==> config.mk <==
export PLATFORM = sky130hd
export DESIGN_NAME = serial_audio_rx
export DESIGN_NICKNAME = d
export VERILOG_FILES = /design/src/rtl/sar_pkg.sv /design/src/rtl/sar_input_sampler.sv /design/src/rtl/sar_slot_tracker.sv /design/src/rtl/sar_word_capture.sv /design/src/rtl/serial_audio_rx.sv
export SDC_FILE = /design/constraint.sdc
export NUM_CORES = 1
export LEC_CHECK = 0
export CAP_MARGIN = 20
export CORE_ASPECT_RATIO = 0.9
export CORE_MARGIN = 3
export CORE_UTILIZATION = 63
export DETAILED_ROUTE_END_ITERATION = 12
export DONT_BUFFER_PORTS = 1
export GPL_TIMING_DRIVEN = 0
export PLACE_DENSITY = 0.78
export SYNTH_ARGS = -nofsm -noshare
export SYNTH_HDL_FRONTEND = slang
export SYNTH_SLANG_ARGS = --single-unit
==> constraint.sdc <==
create_clock -name clk -period 5.89 [get_ports clk]
set_input_delay 0.8835 -clock clk [delete_from_list [all_inputs] [get_ports clk]]
set_output_delay 0.8835 -clock clk [all_outputs]
set_load 0.01 [all_outputs]
==> src/rtl/sar_pkg.sv <==
// Shared encodings and helpers for the serial audio receiver.
// Assumes the caller supplies 2-bit configuration codes; code 3 is reserved everywhere.
package sar_pkg;
    localparam int OUT_W = 24;
    localparam int CNT_W = 6;

    typedef enum logic [1:0] {
        FMT_LJ  = 2'd0,
        FMT_RJ  = 2'd1,
        FMT_DLY = 2'd2,
        FMT_RSV = 2'd3
    } fmt_e;

    // Bits per channel slot for a ratio code; zero for the reserved code.
    function automatic logic [CNT_W-1:0] slot_bits(input logic [1:0] code);
        case (code)
            2'd0:    return CNT_W'(16);
            2'd1:    return CNT_W'(24);
            2'd2:    return CNT_W'(32);
            default: return '0;
        endcase
    endfunction

    // Bits per word for a length code; zero for the reserved code.
    function automatic logic [CNT_W-1:0] word_bits(input logic [1:0] code);
        case (code)
            2'd0:    return CNT_W'(16);
            2'd1:    return CNT_W'(20);
            2'd2:    return CNT_W'(24);
            default: return '0;
        endcase
    endfunction

    // True when the configuration cannot be received.
    function automatic logic cfg_bad(input logic [1:0] f, input logic [1:0] w,
                                     input logic [1:0] r);
        return (f == 2'd3) || (w == 2'd3) || (r == 2'd3) ||
               (word_bits(w) > slot_bits(r));
    endfunction

    // Sign-extend the low bits of a shifted word to the output width.
    function automatic logic [OUT_W-1:0] sext(input logic [OUT_W-1:0] v,
                                              input logic [1:0] w);
        case (w)
            2'd0:    return {{(OUT_W-16){v[15]}}, v[15:0]};
            2'd1:    return {{(OUT_W-20){v[19]}}, v[19:0]};
            default: return v;
        endcase
    endfunction
endpackage

==> src/rtl/sar_input_sampler.sv <==
// Brings the bit clock, frame clock and data into the system clock domain
// through SYNC_STAGES flops and flags each rising bit-clock edge.
// Assumes the system clock is at least four times the bit-clock rate.
// All three lines pass through equal delays, so they stay aligned.
module sar_input_sampler #(
    parameter int SYNC_STAGES = 2
) (
    input  logic clk,
    input  logic rst_n,
    input  logic bclk,
    input  logic lrclk,
    input  logic sdata,
    output logic bit_evt,
    output logic bit_lr,
    output logic bit_dat
);
    localparam int TOP = SYNC_STAGES - 1;

    logic [TOP:0] b_pipe, l_pipe, d_pipe;
    logic         b_last;

    generate
        if (SYNC_STAGES == 1) begin : g_single
            // Single capture stage for the three serial lines.
            always_ff @(posedge clk) begin
                if (!rst_n) begin
                    b_pipe <= '0; l_pipe <= '0; d_pipe <= '0;
                end else begin
                    b_pipe <= bclk; l_pipe <= lrclk; d_pipe <= sdata;
                end
            end
        end else begin : g_chain
            // Multi-stage synchroniser chain for the three serial lines.
            always_ff @(posedge clk) begin
                if (!rst_n) begin
                    b_pipe <= '0; l_pipe <= '0; d_pipe <= '0;
                end else begin
                    b_pipe <= {b_pipe[TOP-1:0], bclk};
                    l_pipe <= {l_pipe[TOP-1:0], lrclk};
                    d_pipe <= {d_pipe[TOP-1:0], sdata};
                end
            end
        end
    endgenerate

    // Remember the previous bit-clock level for edge detection.
    always_ff @(posedge clk) begin
        if (!rst_n) b_last <= 1'b0;
        else        b_last <= b_pipe[TOP];
    end

    assign bit_evt = b_pipe[TOP] & ~b_last;
    assign bit_lr  = l_pipe[TOP];
    assign bit_dat = d_pipe[TOP];
endmodule

==> src/rtl/sar_slot_tracker.sv <==
// Tracks the bit position inside the current channel slot.
// In the delayed framing the frame clock is viewed one bit late, so every
// framing sees its MSB at position 0. The tracker locks on the first
// transition seen after two bits of history, which discards the partial
// slot that follows reset.
module sar_slot_tracker #(
    parameter int CNT_W = 6
) (
    input  logic             clk,
    input  logic             rst_n,
    input  logic             bit_evt,
    input  logic             bit_lr,
    input  logic             is_dly,
    output logic [CNT_W-1:0] idx,
    output logic             left_ch,
    output logic             active
);
    logic             lr_h1, lr_h2;
    logic [1:0]       hist;
    logic [CNT_W-1:0] cnt;
    logic             locked;
    logic             eff, eff_prev, trans;

    assign eff      = is_dly ? lr_h1 : bit_lr;
    assign eff_prev = is_dly ? lr_h2 : lr_h1;
    assign trans    = bit_evt && (hist == 2'd2) && (eff != eff_prev);
    assign idx      = trans ? '0 : ((&cnt) ? cnt : cnt + 1'b1);
    assign active   = locked | trans;
    assign left_ch  = is_dly ? ~eff : eff;

    // Update frame-clock history, slot counter and lock on each bit.
    always_ff @(posedge clk) begin
        if (!rst_n) begin
            lr_h1  <= 1'b0;
            lr_h2  <= 1'b0;
            hist   <= 2'd0;
            cnt    <= '1;
            locked <= 1'b0;
        end else if (bit_evt) begin
            lr_h1  <= bit_lr;
            lr_h2  <= lr_h1;
            hist   <= (hist == 2'd2) ? hist : hist + 2'd1;
            cnt    <= idx;
            locked <= locked | trans;
        end
    end

    a_r10_parked_until_lock: assert property (@(posedge clk) disable iff (!rst_n)
        !locked |-> (&cnt));
endmodule

==> src/rtl/sar_word_capture.sv <==
// Shifts in the bits that fall inside the word window of a slot. When the
// last bit arrives, the word is sign-extended and published on the owning
// channel with a one-cycle strobe. The window starts at 0, or at
// (slot - word) for right-justified data.
module sar_word_capture
    import sar_pkg::*;
#(
    parameter int CNT_W = 6,
    parameter int OUT_W = 24
) (
    input  logic             clk,
    input  logic             rst_n,
    input  logic             bit_evt,
    input  logic             bit_dat,
    input  logic             active,
    input  logic             left_ch,
    input  logic [CNT_W-1:0] idx,
    input  logic [CNT_W-1:0] slot_len,
    input  logic [CNT_W-1:0] word_len,
    input  logic [1:0]       wlen_code,
    input  logic             is_rj,
    input  logic             cfg_err,
    output logic [OUT_W-1:0] left_sample,
    output logic             left_valid,
    output logic [OUT_W-1:0] right_sample,
    output logic             right_valid
);
    logic [CNT_W-1:0] start, stop;
    logic [OUT_W-1:0] sh, nxt;
    logic             in_word, last;

    assign start   = is_rj ? slot_len - word_len : '0;
    assign stop    = start + word_len - 1'b1;
    assign in_word = bit_evt && active && !cfg_err && (idx >= start) &&
                     (idx <= stop) && (idx < slot_len);
    assign last    = in_word && (idx == stop);
    assign nxt     = {sh[OUT_W-2:0], bit_dat};

    // Shift register collecting the word bits, MSB first.
    always_ff @(posedge clk) begin
        if (!rst_n)       sh <= '0;
        else if (in_word) sh <= nxt;
    end

    // Publish a completed word on its channel with a single-cycle strobe.
    always_ff @(posedge clk) begin
        if (!rst_n) begin
            left_sample  <= '0;
            right_sample <= '0;
            left_valid   <= 1'b0;
            right_valid  <= 1'b0;
        end else begin
            left_valid  <= 1'b0;
            right_valid <= 1'b0;
            if (last) begin
                if (left_ch) begin
                    left_sample <= sext(nxt, wlen_code);
                    left_valid  <= 1'b1;
                end else begin
                    right_sample <= sext(nxt, wlen_code);
                    right_valid  <= 1'b1;
                end
            end
        end
    end

    a_r8_left_one_cycle: assert property (@(posedge clk) disable iff (!rst_n)
        left_valid |=> !left_valid);
    a_r8_right_one_cycle: assert property (@(posedge clk) disable iff (!rst_n)
        right_valid |=> !right_valid);
    a_r8_never_both: assert property (@(posedge clk) disable iff (!rst_n)
        !(left_valid && right_valid));
    a_r9_quiet_on_error: assert property (@(posedge clk) disable iff (!rst_n)
        (cfg_err && $past(cfg_err)) |-> (!left_valid && !right_valid));
endmodule

==> src/rtl/serial_audio_rx.sv <==
// Stereo serial audio receiver top level: sampler, slot tracker and word
// capture. It also decodes the static configuration into slot and word
// lengths and the error flag. Configuration may change only under reset.
module serial_audio_rx
    import sar_pkg::*;
#(
    parameter int SYNC_STAGES = 2
) (
    input  logic        clk,
    input  logic        rst_n,
    input  logic [1:0]  cfg_fmt,
    input  logic [1:0]  cfg_wlen,
    input  logic [1:0]  cfg_ratio,
    input  logic        bclk,
    input  logic        lrclk,
    input  logic        sdata,
    output logic [23:0] left_sample,
    output logic        left_valid,
    output logic [23:0] right_sample,
    output logic        right_valid,
    output logic        cfg_error
);
    logic             bit_evt, bit_lr, bit_dat;
    logic [CNT_W-1:0] trk_idx, slot_len, word_len;
    logic             trk_left, trk_active, is_dly, is_rj;

    assign slot_len  = slot_bits(cfg_ratio);
    assign word_len  = word_bits(cfg_wlen);
    assign is_dly    = (fmt_e'(cfg_fmt) == FMT_DLY);
    assign is_rj     = (fmt_e'(cfg_fmt) == FMT_RJ);
    assign cfg_error = cfg_bad(cfg_fmt, cfg_wlen, cfg_ratio);

    sar_input_sampler #(.SYNC_STAGES(SYNC_STAGES)) u_sampler (
        .clk(clk), .rst_n(rst_n), .bclk(bclk), .lrclk(lrclk), .sdata(sdata),
        .bit_evt(bit_evt), .bit_lr(bit_lr), .bit_dat(bit_dat)
    );

    sar_slot_tracker #(.CNT_W(CNT_W)) u_tracker (
        .clk(clk), .rst_n(rst_n), .bit_evt(bit_evt), .bit_lr(bit_lr),
        .is_dly(is_dly), .idx(trk_idx), .left_ch(trk_left), .active(trk_active)
    );

    sar_word_capture #(.CNT_W(CNT_W), .OUT_W(OUT_W)) u_capture (
        .clk(clk), .rst_n(rst_n), .bit_evt(bit_evt), .bit_dat(bit_dat),
        .active(trk_active), .left_ch(trk_left), .idx(trk_idx),
        .slot_len(slot_len), .word_len(word_len), .wlen_code(cfg_wlen),
        .is_rj(is_rj), .cfg_err(cfg_error),
        .left_sample(left_sample), .left_valid(left_valid),
        .right_sample(right_sample), .right_valid(right_valid)
    );

    a_r6_word_inside_slot: assert property (@(posedge clk) disable iff (!rst_n)
        (left_valid || right_valid) |-> ($past(trk_idx) < $past(slot_len)));
    a_r5_sign_ext_16: assert property (@(posedge clk) disable iff (!rst_n)
        (left_valid && cfg_wlen == 2'd0 && $past(cfg_wlen) == 2'd0) |->
        (left_sample[23:15] == 9'h000 || left_sample[23:15] == 9'h1FF));
    a_r1_quiet_after_reset: assert property (@(posedge clk)
        $past(!rst_n) |-> (!left_valid && !right_valid));
endmodule

==> impl_metrics.xml <==
<?xml version="1.0" encoding="UTF-8"?>
<metrics>
  <group name="die">
    <metric name="row_count" unit="">27</metric>
    <metric name="design.core.area" unit="mm²">0.006250</metric>
    <metric name="die-height" unit="µm">82.80</metric>
    <metric name="top_level_ports" unit="">62</metric>
    <metric name="die-width" unit="µm">91.34</metric>
    <metric name="initial_core_util" unit="%">66.07</metric>
    <metric name="floorplan.die_area" unit="mm²">0.007563</metric>
  </group>
  <group name="worst_setup_path">
    <metric name="critical_path_cell_sequence" unit="">clkbuf_1 -&gt; inv_1 -&gt; nor2_1 -&gt; fa_1 -&gt; nand2b_1 -&gt; ha_1 -&gt; inv_1 -&gt; ha_1 -&gt; inv_1 -&gt; fa_1 -&gt; xor2_1 -&gt; xnor2_1 -&gt; ha_1 -&gt; and4_1 -&gt; o21ai_0 -&gt; nor4_4 -&gt; o2111a_1 -&gt; buf_4 -&gt; buf_8 -&gt; mux2i_1</metric>
    <metric name="maximum_fanout_count_along_the_critical_path" unit="">10</metric>
    <metric name="slowest_stage" unit="">sky130_fd_sc_hd__fa_1</metric>
    <metric name="register_to_register_path_setup_slack" unit="ns">2.04</metric>
    <metric name="max_stage_delay" unit="ns">0.44</metric>
    <metric name="critical_path_capture_point" unit="">u_capture.right_sample[4]$_SDFFE_PN0P_</metric>
    <metric name="critPathRequiredTime" unit="ns">6.18</metric>
    <metric name="worst-r2r-cell-count" unit="">14</metric>
    <metric name="setup_crit_start" unit="">cfg_wlen[1]</metric>
    <metric name="setup.worst_path.end_class" unit="">flop</metric>
    <metric name="setup.worst_path.start_class" unit="">primary input</metric>
    <metric name="critical_path.reg2reg.endpoint" unit="">u_capture.right_sample[4]$_SDFFE_PN0P_</metric>
    <metric name="reg2reg_from" unit="">u_sampler.b_pipe[1]$_SDFF_PN0_</metric>
    <metric name="critPathArrivalTime" unit="ns">5.18</metric>
    <metric name="timing.setup.critical_path_class" unit="">in2reg</metric>
  </group>
  <group name="synthesis">
    <metric name="synth_cell_type_count" unit="">49</metric>
    <metric name="post_synth_main_area_contributors" unit="">sky130_fd_sc_hd__dfxtp_1 (44%), sky130_fd_sc_hd__mux2i_1 (18%), sky130_fd_sc_hd__nand2_1 (8.2%)</metric>
    <metric name="synthTopCellsByCount" unit="">sky130_fd_sc_hd__dfxtp_1 (91), sky130_fd_sc_hd__nand2_1 (90), sky130_fd_sc_hd__mux2i_1 (73)</metric>
    <metric name="synth.ff_latch_count" unit="">91</metric>
    <metric name="syn_area" unit="mm²">0.004129</metric>
    <metric name="postSynthCellCount" unit="">423</metric>
    <metric name="postSynth.asyncResetShare" unit="%">0</metric>
    <metric name="sequential_element_share_of_the_synthesized_area" unit="%">44.12</metric>
    <metric name="postSynthAreaPerCell" unit="µm²">9.761</metric>
    <metric name="syn-num-nets" unit="">455</metric>
    <metric name="synth_top_area_cell" unit="">sky130_fd_sc_hd__dfxtp_1</metric>
    <metric name="synth_largest_type_area_fraction" unit="%">44.12</metric>
    <metric name="synth-warning-count" unit="">0</metric>
    <metric name="number_of_enable_type_register_cells_in_the_synthesized_netlist" unit="">0</metric>
    <metric name="dominantRegCellSynth" unit="">sky130_fd_sc_hd__dfxtp_1</metric>
    <metric name="yosysMostFrequentCell" unit="">sky130_fd_sc_hd__dfxtp_1</metric>
  </group>
  <group name="hold_path">
    <metric name="min_path_cells" unit="">1</metric>
    <metric name="hp-class" unit="">reg2reg</metric>
    <metric name="worstHoldStart" unit="">u_sampler.l_pipe[0]$_SDFF_PN0_</metric>
  </group>
  <group name="detailed_routing">
    <metric name="routed_wirelength" unit="µm">8156</metric>
    <metric name="wire_per_inst" unit="µm">15.51</metric>
    <metric name="remaining_design_rule_violation_count" unit="">0</metric>
    <metric name="dr.first_iter.drc_count" unit="">76</metric>
    <metric name="drt_pass1_iterations" unit="">4</metric>
    <metric name="dr_total_vias" unit="">2936</metric>
    <metric name="vias_per_cell" unit="">5.582</metric>
    <metric name="antenna_violating_nets_left" unit="">0</metric>
  </group>
  <group name="run_status">
    <metric name="outcome" unit="">completed</metric>
  </group>
  <group name="timing">
    <metric name="tns" unit="ns">0</metric>
    <metric name="tightest_slew" unit="ns">0.7738</metric>
    <metric name="max_freq" unit="GHz">0.2042</metric>
    <metric name="hold_ws" unit="ns">0.4414</metric>
    <metric name="layout_setup_ws" unit="ns">0.9939</metric>
    <metric name="final_min_period_over_clock_period" unit="%">83.13</metric>
    <metric name="timing.final.crit_period" unit="ns">4.896</metric>
    <metric name="hold_violations" unit="">0</metric>
    <metric name="clock_skew" unit="ns">0.007858</metric>
    <metric name="setup_viol" unit="">0</metric>
    <metric name="max_slew_margin" unit="%">48.10</metric>
    <metric name="grt_setup_unrepaired" unit="">no</metric>
    <metric name="timing_max_transition_violations_final" unit="">0</metric>
  </group>
  <group name="placement">
    <metric name="placement.setup.worst_slack" unit="ns">0.6039</metric>
    <metric name="gp_routability_congestion" unit="">0.8074</metric>
    <metric name="port_buffers" unit="">0</metric>
    <metric name="post_place_instance_area" unit="mm²">0.004238</metric>
    <metric name="detailedPlacementHpwl" unit="µm">6111</metric>
  </group>
  <group name="clock_tree">
    <metric name="tritoncts.num_buffers" unit="">9</metric>
    <metric name="number_of_h_tree_levels" unit="">3</metric>
    <metric name="numClockSinks" unit="">91</metric>
    <metric name="clk_latency" unit="ns">0.36</metric>
    <metric name="cts-root-buf" unit="">sky130_fd_sc_hd__clkbuf_8</metric>
    <metric name="cts.path.max_buffers" unit="">2</metric>
    <metric name="ctsResizeCount" unit="">0</metric>
    <metric name="postCtsHoldBufs" unit="">0</metric>
    <metric name="cts_tree" unit="">built</metric>
    <metric name="cts_post_setup_buffers_inserted" unit="">0</metric>
    <metric name="clkSlewWorstSetupHoldPaths" unit="ns">0.09</metric>
  </group>
  <group name="grt">
    <metric name="initial_antenna_violation_count" unit="">0</metric>
    <metric name="globalRouteOverflowTotal" unit="">0</metric>
    <metric name="grt_max_degree" unit="">17</metric>
    <metric name="grt_pass1_wl" unit="µm">13880</metric>
    <metric name="grtUsageTotal" unit="%">22.80</metric>
    <metric name="first_global_vias" unit="">2887</metric>
  </group>
  <group name="job">
    <metric name="maxCapViolCount" unit="">0</metric>
  </group>
  <group name="finish">
    <metric name="final.fill_count" unit="">493</metric>
    <metric name="antenna-diode-count" unit="">0</metric>
    <metric name="drive_above_1_share" unit="%">7.289</metric>
    <metric name="number_of_nets_in_the_layout" unit="">466</metric>
    <metric name="finish.instance_area" unit="mm²">0.004413</metric>
    <metric name="flow.area_growth_from_synthesis" unit="%">6.879</metric>
  </group>
  <group name="power_and_ir_drop">
    <metric name="lkg_pwr" unit="nW">1.935</metric>
    <metric name="cellPowerDensity" unit="mW/mm²">255.2</metric>
    <metric name="power.ir.vdd_worst" unit="mV">0.2055</metric>
  </group>
</metrics>
flip-flops by register name, summed over array words and instances, names as in the netlist:
name	flops
u_tracker.lr_h2	1
u_tracker.lr_h1	1
u_sampler.b_pipe	2
u_capture.right_sample	24
u_sampler.d_pipe	2
u_capture.left_sample	24
u_tracker.locked	1
u_capture.left_valid	1
u_tracker.cnt	6
u_tracker.hist	2
u_sampler.b_last	1
u_capture.sh	23
u_capture.right_valid	1
u_sampler.l_pipe	2
power breakdown:
part | internal (mW) | switching [mW] | total (mW) | leakage [nW]
sequential | 0.620 | 0.00408 | 0.624 | 0.735
clock | 0.157 | 0.220 | 0.377 | 0.0872
combinational | 0.0480 | 0.0778 | 0.126 | 1.11
cell usage in the layout (no fill, tap or decap), drive strengths merged, types with 4 or more instances in the layout:
| cell type | count |
|---|---|
| dfxtp | 91 |
| mux2i | 75 |
| o21ai | 13 |
| clkinv | 4 |
| nand2 | 90 |
| a31oi | 4 |
| nor2b | 4 |
| nor2 | 10 |
| nand3 | 5 |
| a21o | 4 |
| ha | 19 |
| nand2b | 6 |
| xnor2 | 5 |
| buf | 9 |
| and2 | 10 |
| a21oi | 10 |
| clkbuf | 25 |
| inv | 18 |
| o21a | 5 |
worst max-delay path, delay by kind of cell:
family,cells,cell delay (ns)
AO/OA/AOI/OAI,2,0.38
XOR/XNOR,2,0.31
multiplexers,1,0.20
AND/OR/NAND/NOR,4,0.99
adder cells (fa/ha/maj),5,1.51
buffers and inverters,6,0.90
logic make-up (layout without fill, tap and decap cells):
kind of cell / after synthesis / after routing / synth area share (%)
and+or+nand+nor: 136 / 136 / 15.06
adders and majority gates: 21 / 21 / 6.727
xor gates and xnor gates: 6 / 6 / 1.273
AOI/OAI and AO/OA: 52 / 52 / 9.424
muxes: 76 / 76 / 18.64
DFF: 91 / 91 / 44.12
buffers and inverters: 41 / 57 / 4.757
worst min path at each step:
stage / end
after floorplan: u_sampler.b_pipe[1]$_SDFF_PN0_
after global placement: u_sampler.l_pipe[1]$_SDFF_PN0_
after detailed placement: u_sampler.l_pipe[1]$_SDFF_PN0_
after CTS: u_sampler.l_pipe[1]$_SDFF_PN0_
after global routing: u_sampler.b_pipe[1]$_SDFF_PN0_
final: u_sampler.l_pipe[1]$_SDFF_PN0_
area by class of cell:
cell class / instances / area, µm² / share of cell area (%)
clock buffers: 10 / 127.6 / 2.892
flip-flops and latches: 91 / 1822 / 41.28
well taps: 87 / 108.9 / 2.467
clock inverters: 6 / 47.55 / 1.077
plain buffers: 24 / 132.6 / 3.005
multi-input cells: 291 / 2111 / 47.83
inverters: 17 / 63.81 / 1.446
per-layer routing:
layer	vias to the layer above	wire [µm]	track usage, %
li1	1478	-	-
met1	1370	3802	30.87
met2	79	3659	34.63
met3	9	609	7.971
met4	0	84	6.438
met5	-	0	0
stage by stage:
step	instances	utilization, %	total power, mW
after floorplan	423	-	0.7357
after global placement	510	67.81	0.7576
after detailed placement	510	67.81	0.7625
after CTS	526	70.61	1.135
after global routing	526	70.61	1.181
final	526	70.61	1.126
No activity file was read; power rests on OpenSTA's default activity.
